## config.mk

```make
export PLATFORM = sky130hd
export DESIGN_NAME = kbd_event_filter
export DESIGN_NICKNAME = d
export VERILOG_FILES = /design/src/rtl/kbd_event_filter.sv
export SDC_FILE = /design/constraint.sdc
export NUM_CORES = 1
export LEC_CHECK = 0
export BUFFER_PORTS_ARGS = -buffer_cell sky130_fd_sc_hd__buf_2
export CAP_MARGIN = 20
export CELL_PAD_IN_SITES_DETAIL_PLACEMENT = 0
export CELL_PAD_IN_SITES_GLOBAL_PLACEMENT = 2
export CORE_UTILIZATION = 41
export CTS_BUF_LIST = sky130_fd_sc_hd__clkbuf_8
export DETAILED_ROUTE_END_ITERATION = 8
export MAX_ROUTING_LAYER = met4
export PLACE_DENSITY = 0.95
export SLEW_MARGIN = 0
export SYNTH_ARGS = -nofsm -noshare
export SYNTH_HDL_FRONTEND = slang
export SYNTH_SLANG_ARGS = --single-unit
```

## constraint.sdc

```tcl
create_clock -name clk -period 4.1 [get_ports clk]
set_input_delay 0 -clock clk [delete_from_list [all_inputs] [get_ports clk]]
set_output_delay 0 -clock clk [all_outputs]
set_load 0.02 [all_outputs]
```

## src/rtl/kbd_event_filter.sv

```systemverilog
module kbd_event_filter #(
  parameter int NENT = 8,
  parameter int RW   = 4,
  parameter int CW   = 3
) (
  input  logic                clk,
  input  logic                rst_n,
  input  logic                cfg_fn_en,
  input  logic [RW+CW-1:0]    cfg_fn_code,
  input  logic                cfg_ghost_en,
  input  logic                snap_valid,
  output logic                snap_ready,
  input  logic [NENT-1:0]     snap_mask,
  input  logic [NENT*(RW+CW)-1:0] snap_codes,
  output logic                ev_valid,
  input  logic                ev_ready,
  output logic [RW+CW:0]      ev_code,
  output logic                ev_pressed,
  output logic                ev_sync
);
  localparam int SW = RW + CW;
  localparam int EW = SW + 1;
  localparam int IW = (NENT > 1) ? $clog2(NENT) : 1;

  logic [NENT-1:0][EW-1:0] cur_code, old_code, new_code;
  logic [NENT-1:0] cur_mask, keep, rel_new, rel_pend, prs_pend;
  logic fn_held, row_hit, col_hit, ghosted, quiet_sync, busy, use_rel, accept;
  logic [IW-1:0] rel_idx, prs_idx;

  always_comb begin
    fn_held = 1'b0;
    for (int i = 0; i < NENT; i++) begin
      logic [SW-1:0] raw;
      raw = snap_codes[i*SW +: SW];
      keep[i] = snap_mask[i];
      if (snap_mask[i] && cfg_fn_en && raw == cfg_fn_code) begin
        keep[i] = 1'b0;
        fn_held = 1'b1;
      end
    end
    for (int i = 0; i < NENT; i++)
      new_code[i] = {fn_held, snap_codes[i*SW +: SW]};
  end

  always_comb begin
    row_hit = 1'b0;
    col_hit = 1'b0;
    for (int i = 0; i < NENT; i++)
      for (int j = i + 1; j < NENT; j++)
        if (keep[i] && keep[j]) begin
          if (new_code[i][SW-1:CW] == new_code[j][SW-1:CW]) row_hit = 1'b1;
          if (new_code[i][CW-1:0] == new_code[j][CW-1:0]) col_hit = 1'b1;
        end
  end

  assign ghosted = cfg_ghost_en && ($countones(keep) >= 3) && row_hit && col_hit;

  always_comb begin
    for (int i = 0; i < NENT; i++) begin
      rel_new[i] = cur_mask[i];
      for (int j = 0; j < NENT; j++)
        if (keep[j] && new_code[j] == cur_code[i]) rel_new[i] = 1'b0;
    end
  end

  always_comb begin
    rel_idx = '0;
    prs_idx = '0;
    for (int i = NENT - 1; i >= 0; i--) begin
      if (rel_pend[i]) rel_idx = IW'(i);
      if (prs_pend[i]) prs_idx = IW'(i);
    end
  end

  assign busy       = |rel_pend || |prs_pend;
  assign use_rel    = |rel_pend;
  assign snap_ready = !busy && !quiet_sync;
  assign accept     = snap_valid && snap_ready;
  assign ev_valid   = busy;
  assign ev_code    = use_rel ? old_code[rel_idx] : cur_code[prs_idx];
  assign ev_pressed = !use_rel;
  assign ev_sync    = (busy && $countones({rel_pend, prs_pend}) == 1) || quiet_sync;

  always_ff @(posedge clk or negedge rst_n) begin
    if (!rst_n) begin
      cur_code   <= '0;
      old_code   <= '0;
      cur_mask   <= '0;
      rel_pend   <= '0;
      prs_pend   <= '0;
      quiet_sync <= 1'b0;
    end else begin
      quiet_sync <= 1'b0;
      if (accept && !ghosted) begin
        old_code   <= cur_code;
        cur_code   <= new_code;
        cur_mask   <= keep;
        rel_pend   <= rel_new;
        prs_pend   <= keep;
        quiet_sync <= !(|rel_new) && !(|keep);
      end else if (ev_valid && ev_ready) begin
        if (use_rel) rel_pend[rel_idx] <= 1'b0;
        else         prs_pend[prs_idx] <= 1'b0;
      end
    end
  end

  p_hold_r9: assert property (@(posedge clk) disable iff (!rst_n)
    ev_valid && !ev_ready |=> ev_valid && $stable(ev_code) && $stable(ev_pressed));

  p_busy_blocks_r9: assert property (@(posedge clk) disable iff (!rst_n)
    ev_valid && !ev_ready |=> !snap_ready);

  p_release_first_r6: assert property (@(posedge clk) disable iff (!rst_n)
    ev_valid && ev_ready && ev_pressed |=> !(ev_valid && !ev_pressed));

  p_sync_ends_r10: assert property (@(posedge clk) disable iff (!rst_n)
    ev_valid && ev_ready && ev_sync |=> !ev_valid);

  p_ghost_silent_r4: assert property (@(posedge clk) disable iff (!rst_n)
    accept && ghosted |=> !ev_valid && !ev_sync && snap_ready);

  p_bank_r3: assert property (@(posedge clk) disable iff (!rst_n)
    accept && !ghosted && |keep && !fn_held |=> ev_valid && (ev_pressed || !ev_code[SW] || |old_code) && !(ev_pressed && ev_code[SW]));
endmodule

```

==> impl_metrics.sql, run 1 <==
INSERT INTO impl_metrics (metric_group, metric, value, unit) VALUES
('routing', 'detailedRoute.firstPassIterationCount', '7', ''),
('timing', 'timing.final.hold_violations', '0', ''),
('synth', 'syn-mean-instance-area', '9.12', 'µm²'),
('critical_path', 'critPathSlowestCell', 'or4_4', ''),
('cells_and_area', 'area.growth.synth_to_final', '12.3', '%'),
('synth', 'synthFlopType', 'dfrtp_1', ''),
('critical_path', 'worstSetupPathType', 'primary input to register', ''),
('timing', 'maxSlewHeadroom', '34.5', '%'),
('floorplanning', 'die_height', '200', 'µm'),
('timing', 'finalSetupViolCount', '134', ''),
('synth', 'yosys_warnings', '0', ''),
('power', 'power_per_cell_area', '689', 'mW/mm²'),
('cts', 'clk_pin_slew', '80', 'ps'),
('cts', 'cts_buffer_depth', '2', ''),
('timing', 'timing.clock.skew', '9.81', 'ps'),
('critical_path', 'worst-endpoint-required', '4470', 'ps'),
('hold_path', 'min-delay-path-class', 'primary input to register', ''),
('cells_and_area', 'seq_cell_area', '0.00348', 'mm²'),
('synth', 'synth_top_area_share', '21.7', '%'),
('synth', 'async_flop_share', '100', '%'),
('floorplanning', 'placement_row_count', '72', ''),
('critical_path', 'max_stage_delay_on_crit_path', '570', 'ps'),
('global_routing', 'number_of_global_route_vias_before_repair', '14300', ''),
('critical_path', 'crit_path_cell_trace', 'buf_2, xor2_1, or4_4, o21ai_4, inv_2, fa_1, inv_1, fa_1, fa_1, inv_2, ha_4, inv_2, fa_2, a21oi_1, o21ai_2, o311ai_4, buf_12, buf_16, mux2_2', ''),
('synth', 'synth_seq_cells', '139', ''),
('critical_path', 'end_kind', 'register', ''),
('power', 'power.ir.vdd_worst', '355', 'µV'),
('floorplanning', 'design.die.area', '0.0399', 'mm²'),
('cells_and_area', 'finalCoreUtilization', '46.6', '%'),
('cells_and_area', 'fillerInstances', '3617', ''),
('power', 'total_power', '12.4', 'mW'),
('placement', 'post_dp_cell_area', '0.0174', 'mm²'),
('cts', 'clock-sinks', '139', ''),
('routing', 'viasPerCell', '6.16', ''),
('critical_path', 'crit_fanout', '22', ''),
('critical_path', 'crit_buf_inv', '7', ''),
('hold_path', 'timing.hold.worst_path_depth', '4', ''),
('cells_and_area', 'fin_cells', '2323', ''),
('timing', 'final-max-slew-violation-count', '0', ''),
('routing', 'detail_route.drc_violations', '0', ''),
('hold_path', 'worst_hold_startpoint', 'snap_mask[2]', ''),
('global_routing', 'grt.overflow.total', '0', ''),
('timing', 'fin_tns_setup', '-23040', 'ps'),
('critical_path', 'setup.reg_to_reg.worst_slack', '520', 'ps'),
('routing', 'wire_per_inst', '26.7', 'µm'),
('floorplanning', 'start_util', '41.5', '%'),
('timing', 'timing.hold.ws', '50.3', 'ps'),
('routing', 'drt_iter0_markers', '1672', ''),
('floorplanning', 'io_pins', '89', ''),
('cells_and_area', 'multi_input_area', '0.0117', 'mm²'),
('cells_and_area', 'stdcell_area', '0.0180', 'mm²'),
('cts', 'cts.htree.levels', '4', ''),
('critical_path', 'worstRegToRegCells', '13', ''),
('critical_path', 'timing.critical_path.arrival', '4710', 'ps'),
('critical_path', 'critPathTopFamily', 'adder cells', ''),
('timing', 'grt_setup_unrepaired', 'yes', ''),
('critical_path', 'startpoint_of_the_worst_register_to_register_path', 'rel_pend[3]', ''),
('cts', 'tritoncts', 'done', ''),
('status', 'result_of_the_run', 'finished with violations', ''),
('synth', 'synthesis.nets', '1859', ''),
('timing', 'worst_slack', '-244', 'ps'),
('placement', 'hpwl', '41100', 'µm'),
('global_routing', 'antenna_violations_before_repair', '1', ''),
('synth', 'yosysTopAreaCell', 'dfrtp_1', ''),
('cts', 'cts_root_buffer', 'clkbuf_8', ''),
('placement', 'post-place-ws', '-818', 'ps'),
('critical_path', 'worstReg2RegEnd', 'cur_code[62]', ''),
('synth', 'count_of_flip_flops_with_a_built_in_enable_after_synthesis', '0', ''),
('synth', 'yosysSeqAreaShare', '21.7', '%'),
('synth', 'synth_area', '0.0160', 'mm²'),
('status', 'failed_checks', 'setup timing', '');
routing by layer:
layer	up-vias	routed length (µm)	track usage, %
met2	958	27400	48.5
met4	0	3000	14.8
met1	7059	25400	41.5
met3	225	6250	5.73
li1	6061	-	-
met5	-	0	-
what timing repair did:
item / 4_1_cts / 5_1_grt
buffers inserted: 1 / 3
endpoints found under the hold margin: 113 / 0
cloned: 0 / 2
gates resized for setup: 7 / 41
pin swaps: 1 / 9
endpoints found under the setup margin: 140 / 140
hold buffers: 2 / 0
tightest hold or removal path: stages:
cell     delay [ps]
buf_2           120
o41ai_4          60
buf_12          180
o22ai_1         110
synth_stat cells (3+ instances only):
cell	instances
o22ai_1	53
or4_1	5
ha_1	11
or3_1	3
clkbuf_1	180
nor2_1	34
nand3_1	26
nor4_1	92
mux2i_1	39
buf_2	7
o21ai_0	47
nor3_1	25
a221oi_1	6
a222oi_1	4
o221ai_1	4
nand4_1	102
xnor2_1	388
nand2_1	29
inv_1	37
xor2_1	313
buf_6	11
dfrtp_1	139
mux2_2	29
mux2_4	90
a21oi_1	14
buf_1	9
fa_1	14
a22oi_1	5
worst max-delay path by stage:
| stage | from | to | depth (start not counted) |
|---|---|---|---|
| floorplan | cfg_fn_code[6] | cur_code[0] | 19 |
| global placement | cfg_fn_code[6] | old_code[54] | 19 |
| detailed placement | cfg_fn_code[6] | old_code[50] | 19 |
| CTS | cfg_fn_code[6] | old_code[41] | 19 |
| global route | cfg_fn_code[6] | cur_code[10] | 21 |
| finish | cfg_fn_code[1] | old_code[50] | 19 |
state kept, by name, indices dropped and copies added (netlist names):
register,flops
cur_code,57
old_code,57
cur_mask,8
prs_pend,8
rel_pend,8
quiet_sync,1
report_power, final:
part | switching [mW] | total [mW] | internal (mW)
clock network | 0.549 | 1.09 | 0.545
registers | 1.87 | 3.78 | 1.92
logic | 3.68 | 7.53 | 3.85
total | 6.10 | 12.4 | 6.31
cells by family (layout without fill, tap and decap cells):
family | Yosys count | count (layout) | share of synthesized area (%)
DFF | 139 | 139 | 21.7
AOI/OAI and AO/OA | 158 | 158 | 6.42
buffers and inverters | 247 | 294 | 6.38
adders and majority gates | 25 | 25 | 2.61
xor gates and xnor gates | 701 | 701 | 38.3
muxes | 158 | 158 | 12.9
and+or+nand+nor | 329 | 329 | 11.7
other | 0 | 1 | 0
layout make-up:
class                   count  area share, %
inverters                  39          0.813
diodes                      1         0.0139
clock buffers              18           1.38
repair buffers            224           9.05
multi-input cells        1371           65.1
flip-flops and latches    139           19.3
well taps                 518           3.60
clock inverters            13          0.722
cells in the final DEF (no fill, tap or decap), types with 14 or more instances in the layout:
| master | instances |
|---|---|
| nor2_1 | 33 |
| nor4_1 | 92 |
| nand3_1 | 26 |
| a21oi_1 | 14 |
| clkbuf_8 | 18 |
| nand2_1 | 29 |
| inv_1 | 32 |
| mux2_4 | 104 |
| buf_2 | 86 |
| buf_4 | 114 |
| o22ai_1 | 53 |
| nor3_1 | 25 |
| xnor2_1 | 387 |
| mux2i_1 | 39 |
| dfrtp_1 | 138 |
| xor2_1 | 313 |
| o21ai_0 | 36 |
| nand4_1 | 102 |
| mux2_2 | 15 |
Note: power is estimated with default switching activity, not from simulation.
==> run 2, diff against run 1 <==
ABC_AREA = 1   (was default)
CORE_UTILIZATION = 37   (was 41)
==> run 2 against run 1 <==
Effect of this change: worst hold slack lost 21 ps; worst setup slack gained 190 ps; area after synthesis grew 11%; sequential cell count is the same; clock power is essentially flat; via count grew 31%; final cell count grew 41%; clock skew grew 5.5 ps; critical endpoint is now ev_sync; the flow still finishes with violations (setup timing); first-iteration DRC count grew 30%; synthesized cell count grew 47%; sequential power grew 3%; critical path depth shrank 2.
==> impl_metrics.sql, run 2 <==
INSERT INTO impl_metrics (metric_group, metric, value, unit) VALUES
('cells_and_area', 'top_regs', 'cur_code: 57 flops, old_code: 57 flops', ''),
('timing', 'final-max-slew-violation-count', '0', ''),
('cts', 'cts.htree.levels', '4', ''),
('cells_and_area', 'area.growth.synth_to_final', '11.5', '%'),
('placement', 'post-place-cells', '3187', ''),
('placement', 'post-place-ws', '-211', 'ps'),
('global_routing', 'grt_usage', '32.7', '%'),
('timing', 'timing.final.hold_violations', '0', ''),
('floorplanning', 'die_width', '221', 'µm'),
('synth', 'yosys_warnings', '0', ''),
('synth', 'synth_most_common_cell', 'nand2_1', ''),
('timing', 'timing.fmax', '0.240', 'GHz'),
('synth', 'synth_area', '0.0178', 'mm²'),
('critical_path', 'end_kind', 'output pin', ''),
('synth', 'synthesis.nets', '2682', ''),
('hold_path', 'worst_hold_startpoint', 'snap_codes[12]', ''),
('global_routing', 'number_of_global_route_vias_before_repair', '18300', ''),
('floorplanning', 'core_area', '0.0470', 'mm²'),
('synth', 'async_flop_share', '100', '%'),
('cells_and_area', 'fin_nets', '2754', ''),
('cts', 'cts_buffer_depth', '2', ''),
('job', 'max_cap_viol_count', '0', ''),
('critical_path', 'start_kind', 'register', ''),
('critical_path', 'crit_fanout', '2', ''),
('timing', 'timing.clock.skew', '15.3', 'ps'),
('synth', 'synth_seq_cells', '139', ''),
('synth', 'synth_top_area_share', '19.6', '%'),
('routing', 'route.final.wire_length', '79000', 'µm'),
('routing', 'drt_iter0_markers', '2171', ''),
('power', 'p_int', '6.03', 'mW'),
('power', 'total_power', '13.4', 'mW'),
('timing', 'min_period', '4160', 'ps'),
('routing', 'detailedRoute.firstPassIterationCount', '5', ''),
('global_routing', 'first_pass_grt_wire_length', '117000', 'µm'),
('power', 'power.ir.vdd_worst', '391', 'µV'),
('placement', 'portBuffers', '88', ''),
('power', 'seq_power_share', '29.0', '%'),
('timing', 'finalSetupViolCount', '1', ''),
('routing', 'viasPerCell', '5.71', ''),
('critical_path', 'cp-startpoint', 'prs_pend[3]', ''),
('routing', 'final_antenna_net_count', '0', ''),
('placement', 'globalplace.congestion', '1.00', ''),
('cells_and_area', 'fin_cells', '3273', ''),
('routing', 'via_count', '18700', ''),
('routing', 'detail_route.drc_violations', '0', ''),
('floorplanning', 'design.die.area', '0.0489', 'mm²'),
('power', 'power.static_leakage', '8.70', 'nW'),
('critical_path', 'worst-endpoint-required', '4100', 'ps'),
('synth', 'count_of_flip_flops_with_a_built_in_enable_after_synthesis', '0', ''),
('global_routing', 'grt.overflow.total', '0', ''),
('cts', 'clock-sinks', '139', ''),
('timing', 'worst_slack', '-58.3', 'ps'),
('cts', 'numCtsBuffers', '17', ''),
('power', 'net_sw_share', '55.2', '%'),
('floorplanning', 'start_util', '37.9', '%'),
('timing', 'final.period_utilization', '101', '%'),
('routing', 'wire_per_inst', '24.1', 'µm'),
('synth', 'synthFlopType', 'dfrtp_1', ''),
('global_routing', 'antenna_violations_before_repair', '1', ''),
('critical_path', 'startpoint_of_the_worst_register_to_register_path', 'rel_pend[5]', ''),
('critical_path', 'setup.reg_to_reg.worst_slack', '1020', 'ps'),
('timing', 'grt_setup_unrepaired', 'yes', ''),
('cells_and_area', 'commonest_cells_after_routing_fill_and_taps_aside', 'nand2_1, xnor2_1, xor2_1', ''),
('floorplanning', 'die_height', '221', 'µm'),
('cts', 'clock_latency', '470', 'ps'),
('cells_and_area', 'stdcell_area', '0.0198', 'mm²'),
('synth', 'yosysTopAreaCell', 'dfrtp_1', ''),
('synth', 'syn-mean-instance-area', '6.89', 'µm²'),
('power', 'power_per_cell_area', '678', 'mW/mm²'),
('critical_path', 'worstSetupPathType', 'register to output pin', ''),
('placement', 'hpwl', '54800', 'µm'),
('cells_and_area', 'mostFrequentLayoutCell', 'nand2_1', ''),
('cts', 'cts_root_buffer', 'clkbuf_8', ''),
('floorplanning', 'placement_row_count', '79', ''),
('status', 'result_of_the_run', 'finished with violations', ''),
('cells_and_area', 'final_layout_size_suffix_gt1_share', '19.5', '%'),
('status', 'failed_checks', 'setup timing', ''),
('floorplanning', 'io_pins', '89', ''),
('cts', 'tritoncts', 'done', ''),
('synth', 'yosysUniqueCellTypes', '45', ''),
('critical_path', 'timing.critical_path.arrival', '4160', 'ps'),
('power', 'p_clk_share', '8.2', '%'),
('synth', 'synthesis.instances', '2580', ''),
('synth', 'yosysSeqAreaShare', '19.6', '%'),
('power', 'switchingPower', '7.41', 'mW'),
('placement', 'post_dp_cell_area', '0.0188', 'mm²'),
('power', 'comb_power_share', '62.7', '%'),
('global_routing', 'pin_count_of_the_biggest_net_entering_global_routing', '111', ''),
('synth', 'cells_taking_the_most_area_after_synthesis', 'dfrtp_1, xnor2_1, nand2_1, xor2_1, nand3_1', ''),
('hold_path', 'min-delay-path-class', 'primary input to register', ''),
('timing', 'worst-slew-pin-transition', '1020', 'ps'),
('timing', 'maxSlewHeadroom', '32.2', '%'),
('cts', 'clk_pin_slew', '90', 'ps'),
('synth', 'synth_commonest_cells', 'nand2_1, xnor2_1, xor2_1, nand3_1, inv_1', '');
[run 2: cell types whose count changed after synthesis, moves of 108 or more]
cell	change
nand2_1	+598
xor2_1	-147
nand3_1	+137
inv_1	+110
clkbuf_1	-109
nor2_1	+108
[run 2: metrics by stage]
step                setup TNS, ps  hold WS (ps)  util (%)
finish                      -58.3          29.5      42.2
global placement           -19320           211      40.1
floorplan                       0          -296         -
CTS                          -102          2.60      41.8
detailed placement         -18250           222      40.1
global route                 -263          36.2      42.2
[run 2: cell type report]
type                       instances  area, µm²
antenna                            1       2.50
clock buffer                      17        234
clock inverter                    15        131
fill                            4904      27100
inverter                         197        769
multi-input combinational       2018      12300
sequential                       139       3480
tap                              607        759
timing repair buffer             279       2130
[run 2: worst paths after layout]
kind,to,depth (start not counted)
setup / recovery,ev_sync,17
hold / removal,cur_code[13],4
setup reg to reg,cur_mask[2],14
hold reg to reg,old_code[12],2
max in group asynchronous,rel_pend[0],4
min in group asynchronous,old_code[38],3
[run 2: logic make-up after synthesis]
| group | count (synthesis) | share of synthesized area, % |
|---|---|---|
| flops | 139 | 19.6 |
| compound gates | 212 | 8.28 |
| simple gates | 1236 | 31.5 |
| xor+xnor | 545 | 26.9 |
| fa+ha+maj | 25 | 2.35 |
| buf+inv | 423 | 11.4 |
[run 2: timing repair]
item	in CTS	in global routing
buffers inserted	4	5
endpoints found under the hold margin	148	18
gates cloned	0	2
resized for setup	8	17
pin swaps	4	2
endpoints found under the setup margin	1	112
hold buffers	40	1
[run 2: per-layer routing]
layer  track usage [%]  vias up  wire [µm]
met1              41.0     8845      31200
met4              19.4        0       5450
met5                 -        -          0
met3              5.90      340       8020
met2              49.3     1199      34300
li1                  -     8302          -
[run 2: power groups by stage]
stage / sequential [mW] / clock, mW / combinational (mW)
2_1_floorplan: 2.29 / 0 / 7.11
3_3_place_gp: 3.84 / 0 / 7.80
3_5_place_dp: 3.86 / 0 / 8.03
4_1_cts: 3.82 / 1.11 / 8.23
5_1_grt: 3.97 / 1.17 / 9.24
6_report: 3.90 / 1.10 / 8.43
[run 2: worst max-delay path, cell delays in order (launching register included)]
cell	delay (ps)
dfrtp_1	420
fa_1	540
inv_1	50
fa_1	480
inv_1	50
fa_1	500
inv_2	40
fa_1	450
inv_2	80
ha_4	130
inv_2	40
fa_2	330
inv_2	60
nand4_1	80
o21ai_1	80
nand4_1	90
o21bai_1	150
buf_4	160
